### src/rtl/idea_ks_pkg.sv
package idea_ks_pkg;
    localparam int KEY_W   = 128;
    localparam int WORD_W  = 16;
    localparam int NUM_SUB = 52;
    localparam int GRP     = 6;
    localparam int ROT_AMT = 25;
    localparam int IDX_W   = $clog2(NUM_SUB);
    localparam int WPK     = KEY_W / WORD_W;
    localparam int LAST_G  = (NUM_SUB - 4) / GRP;

    typedef logic [WORD_W-1:0] word_t;

    typedef enum logic [1:0] {OP_COPY, OP_NEG, OP_MINV} op_e;

    typedef struct packed {
        logic [IDX_W-1:0] src;
        op_e              op;
    } dmap_t;

    typedef enum logic [1:0] {ST_IDLE, ST_EXPAND, ST_INVERT, ST_DONE} st_e;

    // multiply modulo 2^16+1, code 0 stands for 2^16
    function automatic word_t mul_mod(word_t a, word_t b);
        logic [2*WORD_W-1:0] p;
        word_t lo, hi;
        if (a == '0) return word_t'(1) - b;
        if (b == '0) return word_t'(1) - a;
        p  = (2*WORD_W)'(a) * (2*WORD_W)'(b);
        lo = p[WORD_W-1:0];
        hi = p[2*WORD_W-1:WORD_W];
        return lo - hi + ((lo < hi) ? word_t'(1) : word_t'(0));
    endfunction

    // decryption output j -> encryption source and operation
    function automatic dmap_t dec_map(logic [IDX_W-1:0] j);
        int g, p, b;
        logic inner;
        dmap_t m;
        g = int'(j) / GRP;
        p = int'(j) % GRP;
        b = GRP * (LAST_G - g);
        inner = (g >= 1) && (g < LAST_G);
        m.src = '0;
        m.op  = OP_COPY;
        case (p)
            0: begin m.src = IDX_W'(b);     m.op = OP_MINV; end
            1: begin m.src = inner ? IDX_W'(b + 2) : IDX_W'(b + 1); m.op = OP_NEG; end
            2: begin m.src = inner ? IDX_W'(b + 1) : IDX_W'(b + 2); m.op = OP_NEG; end
            3: begin m.src = IDX_W'(b + 3); m.op = OP_MINV; end
            4: begin m.src = IDX_W'(b - 2); m.op = OP_COPY; end
            default: begin m.src = IDX_W'(b - 1); m.op = OP_COPY; end
        endcase
        return m;
    endfunction
endpackage

### src/rtl/idea_ks_rotor.sv
module idea_ks_rotor
    import idea_ks_pkg::*;
(
    input  logic             clk,
    input  logic             rst,
    input  logic             load,
    input  logic [KEY_W-1:0] key,
    input  logic             step,
    output word_t            word
);
    localparam int SUB_W = $clog2(WPK);

    logic [KEY_W-1:0] reg_q;
    logic [SUB_W-1:0] sub_q;

    assign word = reg_q[KEY_W-1 - WORD_W*int'(sub_q) -: WORD_W];

    always_ff @(posedge clk) begin
        if (rst) begin
            reg_q <= '0;
            sub_q <= '0;
        end else if (load) begin
            reg_q <= key;
            sub_q <= '0;
        end else if (step) begin
            if (sub_q == SUB_W'(WPK - 1)) begin
                reg_q <= {reg_q[KEY_W-1-ROT_AMT:0], reg_q[KEY_W-1 -: ROT_AMT]};
                sub_q <= '0;
            end else begin
                sub_q <= sub_q + 1'b1;
            end
        end
    end
endmodule

### src/rtl/idea_ks_inv_unit.sv
module idea_ks_inv_unit
    import idea_ks_pkg::*;
(
    input  logic  clk,
    input  logic  rst,
    input  logic  start,
    input  word_t x,
    output logic  vld,
    output word_t y
);
    localparam int ITERS = WORD_W;
    localparam int IT_W  = $clog2(ITERS);

    word_t acc_q, base_q;
    logic [IT_W-1:0] it_q;
    logic run_q, vld_q;

    // x^(2^16-1) = x^-1 modulo the prime 2^16+1
    always_ff @(posedge clk) begin
        if (rst) begin
            acc_q  <= word_t'(1);
            base_q <= '0;
            it_q   <= '0;
            run_q  <= 1'b0;
            vld_q  <= 1'b0;
        end else begin
            vld_q <= 1'b0;
            if (start) begin
                acc_q  <= word_t'(1);
                base_q <= x;
                it_q   <= '0;
                run_q  <= 1'b1;
            end else if (run_q) begin
                acc_q  <= mul_mod(acc_q, base_q);
                base_q <= mul_mod(base_q, base_q);
                it_q   <= it_q + 1'b1;
                if (it_q == IT_W'(ITERS - 1)) begin
                    run_q <= 1'b0;
                    vld_q <= 1'b1;
                end
            end
        end
    end

    assign vld = vld_q;
    assign y   = acc_q;
endmodule

### src/rtl/idea_ks_top.sv
module idea_ks_top
    import idea_ks_pkg::*;
(
    input  logic               clk,
    input  logic               rst,
    input  logic               load,
    input  logic               dec_mode,
    input  logic [KEY_W-1:0]   key_in,
    output logic               busy,
    output logic               done,
    input  logic [IDX_W-1:0]   rd_idx,
    output logic [WORD_W-1:0]  rd_key
);
    st_e              st_q;
    logic             mode_q;
    logic [IDX_W-1:0] cnt_q;
    logic             wait_q;

    word_t enc_mem [NUM_SUB];
    word_t dec_mem [NUM_SUB];

    word_t rot_word, src_w, inv_y;
    logic  accept, inv_start, inv_vld, last_idx, step_ok;
    dmap_t map;

    assign busy     = (st_q == ST_EXPAND) || (st_q == ST_INVERT);
    assign done     = (st_q == ST_DONE);
    assign accept   = load && !busy;
    assign last_idx = (cnt_q == IDX_W'(NUM_SUB - 1));

    idea_ks_rotor rot_i (
        .clk  (clk),
        .rst  (rst),
        .load (accept),
        .key  (key_in),
        .step (st_q == ST_EXPAND),
        .word (rot_word)
    );

    assign map       = dec_map(cnt_q);
    assign src_w     = enc_mem[map.src];
    assign inv_start = (st_q == ST_INVERT) && (map.op == OP_MINV) && !wait_q;
    assign step_ok   = (map.op != OP_MINV) || (wait_q && inv_vld);

    idea_ks_inv_unit inv_i (
        .clk   (clk),
        .rst   (rst),
        .start (inv_start),
        .x     (src_w),
        .vld   (inv_vld),
        .y     (inv_y)
    );

    always_ff @(posedge clk) begin
        if (rst) begin
            st_q   <= ST_IDLE;
            mode_q <= 1'b0;
            cnt_q  <= '0;
            wait_q <= 1'b0;
        end else begin
            case (st_q)
                ST_EXPAND: begin
                    if (last_idx) begin
                        cnt_q <= '0;
                        st_q  <= mode_q ? ST_INVERT : ST_DONE;
                    end else begin
                        cnt_q <= cnt_q + 1'b1;
                    end
                end
                ST_INVERT: begin
                    if (inv_start) wait_q <= 1'b1;
                    if (step_ok) begin
                        wait_q <= 1'b0;
                        if (last_idx) begin
                            cnt_q <= '0;
                            st_q  <= ST_DONE;
                        end else begin
                            cnt_q <= cnt_q + 1'b1;
                        end
                    end
                end
                default: begin
                    if (load) begin
                        st_q   <= ST_EXPAND;
                        mode_q <= dec_mode;
                        cnt_q  <= '0;
                        wait_q <= 1'b0;
                    end
                end
            endcase
        end
    end

    always_ff @(posedge clk) begin
        if (st_q == ST_EXPAND) enc_mem[cnt_q] <= rot_word;
        if (st_q == ST_INVERT) begin
            case (map.op)
                OP_COPY: dec_mem[cnt_q] <= src_w;
                OP_NEG:  dec_mem[cnt_q] <= word_t'(0) - src_w;
                default: if (wait_q && inv_vld) dec_mem[cnt_q] <= inv_y;
            endcase
        end
    end

    always_comb begin
        rd_key = '0;
        if (int'(rd_idx) < NUM_SUB)
            rd_key = mode_q ? dec_mem[rd_idx] : enc_mem[rd_idx];
    end
endmodule

### config.mk
export PLATFORM = sky130hd
export DESIGN_NAME = idea_ks_top
export DESIGN_NICKNAME = d
export VERILOG_FILES = /design/src/rtl/idea_ks_pkg.sv /design/src/rtl/idea_ks_rotor.sv /design/src/rtl/idea_ks_inv_unit.sv /design/src/rtl/idea_ks_top.sv
export SDC_FILE = /design/constraint.sdc
export NUM_CORES = 2
export LEC_CHECK = 0
export BUFFER_PORTS_ARGS = -buffer_cell sky130_fd_sc_hd__buf_2
export CORE_UTILIZATION = 43
export CTS_CLUSTER_DIAMETER = 40
export CTS_CLUSTER_SIZE = 40
export DETAILED_ROUTE_END_ITERATION = 6
export GPL_TIMING_DRIVEN = 0
export HOLD_SLACK_MARGIN = 0.03
export PLACE_DENSITY = 0.61
export SYNTH_ARGS = -nofsm -noshare
export SYNTH_HDL_FRONTEND = slang
export SYNTH_SLANG_ARGS = --single-unit
### constraint.sdc
create_clock -name clk -period 18.5 [get_ports clk]
set_input_delay 5.55 -clock clk [delete_from_list [all_inputs] [get_ports clk]]
set_output_delay 5.55 -clock clk [all_outputs]
set_load 0.02 [all_outputs]
==> results by group <==
Synthesis
  – Synth async-reset ratio: 0%
  – EDFF count, synth: 1664
  – Synth Register Bits: 1843
  – Unique masters post-synth: 95
  – Synth warnings: 0
  – Synth Instances: 6971
  – Area contributors post-synth: edfxtp_1 50%, mux4_2 15%, fa_1 7.6%
  – Post-Syn Area: 99490 um^2
  – Post-synth top flop: edfxtp_1
  – Mean post-synth cell area: 14.27 um^2
  – Post-synth top area share: 50.22%
  – Register area share after synthesis: 53.82%
  – Synthesized net count: 7772
  – Largest area contributor in the netlist: edfxtp_1

Power and ir drop
  – Part of the power in the clock network: 27.5%
  – Max VDD drop: 0.1190 mV
  – Comb power frac: 39.9%
  – PD cells: 141.3 nW/um^2
  – Pint: 9.705 mW
  – Sequential power share: 32.6%
  – Tot Pwr: 16.10 mW
  – Switching power total: 6.393 mW
  – Switching part of the total: 39.71%
  – Pleak: 40.90 nW

Floorplan
  – # rows: 176
  – Die area: 233300 um^2
  – IO Pins: 156
  – Starting density of the core: 43.28%
  – Die Width: 483.0 um
  – Die height: 483.0 um
  – Core Region: 229900 um^2

Final layout
  – Reg area: 53550 um^2
  – Non-filler cells in the finished layout: 10670
  – Fraction of layout cells with a size suffix above 1: 20.68%
  – Area of the multi-input gates: 42690 um^2
  – Final #Nets: 8234
  – Area grow syn2layout: 14.51%
  – Fillers: 19570

Setup path
  – CP Launch Type: input pin
  – WP data required: 12.95 ns
  – Top cell by count, worst path: clkbuf_1
  – Setup crit end kind: output pin
  – Worst EP arrival: 11.60 ns
  – Slowest-stage cell, CP: clkbuf_1
  – CP Class: input pin to output pin
  – CP max stage delay: 1.17 ns
  – Worst path cell trace: clkbuf_1, buf_1, clkbuf_1, clkbuf_1, buf_1, mux4_2, mux4_2, inv_1, o21ai_0, buf_2
  – Max Fanout on Critical Path: 10

GRT
  – Vias in the first global route: 66760
  – Total grt overflow: 0
  – Initial antenna violation count: 35
  – Maximum number of pins on one net before global-route repair: 53
  – All-Layer GR Usage: 30.84%
  – First-pass GRT wire length: 507.0 mm

CTS
  – Resized cells post-CTS: 0
  – Max clock buf depth: 3
  – # H-tree levels: 4
  – Latest clock arrival within the worst-skew pair: 0.92 ns
  – CTS Buf Count: 211
  – Hold-fix buffers, CTS: 0
  – Root buf cell: clkbuf_16
  – Setup Fix Bufs, Post-CTS: 0
  – Clk sinks: 1843
  – Register clock-pin slew on the reported worst setup and hold paths: 0.06 ns
  – CTS tree: done

Routing
  – Drt wl/cell: 33.91 um
  – Detailed-router iteration count before antenna repair: 6
  – Antenna Violating Nets Remaining: 0
  – DRT iter0 DRCs: 10200
  – DRC Markers: 0
  – Vias per cell: 6.367
  – DR vias: 67950
  – WL final: 361.9 mm

Place
  – Dpl hpwl: 265.5 mm
  – GP Congestion: 1.007
  – Placed Cells: 10240
  – PortBufs: 150

Status
  – Failing checks: capacitance limit, slew limit
  – Outcome: finished with violations

Timing
  – Setup TNS: 0 ns
  – Fin crit share: 92.70%
  – Final setup vio count: 0
  – Worst Tran Pin Value: 1.614 ns
  – RSZ-0062 raised after global routing: false
  – Fin Clk Skew: 0.08404 ns
  – Final hold violation count: 0
  – Fin. max-slew vios: 24
  – Fin crit period: 17.15 ns
  – Slew Limit Headroom: -8.569%
  – Max Freq: 0.05831 GHz

Flow run
  – Max-Cap Viols: 3

Worst hold path
  – Hold/Removal Path Class: flop to flop
cells in the mapped netlist (6+ instances only):
cell,instances
a2111oi_0,13
a211o_1,7
a211oi_1,59
a21o_1,19
a21oi_1,122
a221oi_1,22
a22oi_1,19
a311oi_1,168
a31oi_1,39
and2_1,147
and3_1,55
buf_1,80
buf_2,59
buf_4,13
buf_6,8
clkbuf_1,315
dfxtp_1,179
edfxtp_1,1664
fa_1,376
ha_1,287
inv_1,488
mux2_2,24
mux2i_1,121
mux4_2,662
nand2_1,778
nand2b_1,35
nand3_1,259
nand4_1,23
nor2_1,424
nor2b_1,13
nor3_1,47
nor4_1,13
o211a_1,6
o211ai_1,7
o21a_1,7
o21ai_0,99
o21ai_1,7
o21bai_1,18
o22ai_1,10
o31ai_1,11
o41ai_1,6
or2_2,9
or3_1,18
xnor2_1,89
xor2_1,45
worst max-delay path, delay by kind of cell:
kind | cells | cell delay, ns
AO/OA/AOI/OAI | 1 | 0.23
buffers and inverters | 7 | 4.67
multiplexers | 2 | 1.10
stage by stage:
step	util, %	setup WS [ns]	instance area (um^2)	hold WS (ns)
after global routing	49.54	1.222	113900	0.4969
after global placement	45.25	1.414	104000	0.4614
after floorplan	-	3.915	99490	0.4392
after CTS	49.51	1.409	113800	0.4808
after detailed placement	46.23	1.419	106300	0.4701
final	49.55	1.350	113900	0.4821
layer usage:
metal	GRT usage (%)	vias to the layer above	share of wire [%]
met1	40.96	35110	38
met4	15.76	20	6.0
met5	0.3062	-	0.058
li1	-	27270	-
met2	45.39	4617	44
met3	9.849	937	13
power by group through the flow:
stage / clock network (mW) / logic, mW / registers [mW]
final: 4.42 / 6.42 / 5.25
after global routing: 4.60 / 6.93 / 5.25
after CTS: 4.44 / 6.31 / 5.23
after detailed placement: 0 / 6.26 / 5.32
after global placement: 0 / 6.11 / 5.38
after floorplan: 0 / 4.05 / 5.22
registers in the layout, indices dropped and copies added (netlist names):
name          count
rot_i.sub_q       3
st_q              2
wait_q            1
mode_q            1
cnt_q             6
inv_i.it_q        4
inv_i.base_q     16
inv_i.y          16
dec_mem         832
enc_mem         832
rot_i.reg_q     128
inv_i.run_q       1
inv_i.vld         1
path summary, 6_finish.rpt:
check / start / end / slack (ns) / depth (start not counted)
setup reg to reg: inv_i.y[6]$_SDFFE_PP0P_ / inv_i.y[14]$_SDFFE_PP0P_ / 6.14 / 42
setup / recovery: rd_idx[0] / rd_key[2] / 1.35 / 10
hold reg to reg: inv_i.it_q[3]$_SDFFE_PP0P_ / inv_i.vld$_SDFF_PP0_ / 0.48 / 2
hold / removal: inv_i.it_q[3]$_SDFFE_PP0P_ / inv_i.vld$_SDFF_PP0_ / 0.48 / 2
cell usage in the layout (no fill, tap or decap), types with 21 or more instances in the layout:
cell type,instances
inv_1,488
buf_1,71
diode_2,24
clkbuf_1,317
a221oi_1,22
buf_2,216
inv_6,40
nor2_2,80
dfxtp_1,179
ha_1,287
nor2_1,320
clkinv_4,21
nand3_1,258
mux2i_1,121
clkinvlp_4,23
and3_1,55
a31oi_1,38
nor3_1,46
a311oi_1,168
mux4_2,662
o21ai_0,91
a211oi_1,59
and2_1,147
clkbuf_16,215
nor2_4,26
nand2b_1,35
nand2_1,778
edfxtp_1,1664
nand4_1,23
xor2_1,45
xnor2_1,89
a21oi_1,120
fa_1,376
mux2_2,24
buf_8,60
cell families after synthesis:
logic type,after synthesis,share of synthesized area [%]
and+or+nand+nor,1850,8.335
DFF,1843,53.82
buffers and inverters,971,3.858
muxes,808,16.49
AOI/OAI and AO/OA,702,5.140
adders and majority gates,663,11.17
xor gates and xnor gates,134,1.180
area by class of cell:
| cell class | instances | share of cell area [%] |
|---|---|---|
| Antenna cell | 24 | 0.05272 |
| Buffer | 476 | 1.759 |
| Clock buffer | 229 | 4.786 |
| Clock inverter | 172 | 1.821 |
| Inverter | 495 | 1.631 |
| Multi-Input combinational cell | 4157 | 37.47 |
| Sequential cell | 1843 | 47.01 |
| Tap cell | 3026 | 3.323 |
| Timing Repair Buffer | 249 | 2.147 |
Power figures use the tool's default switching activity.
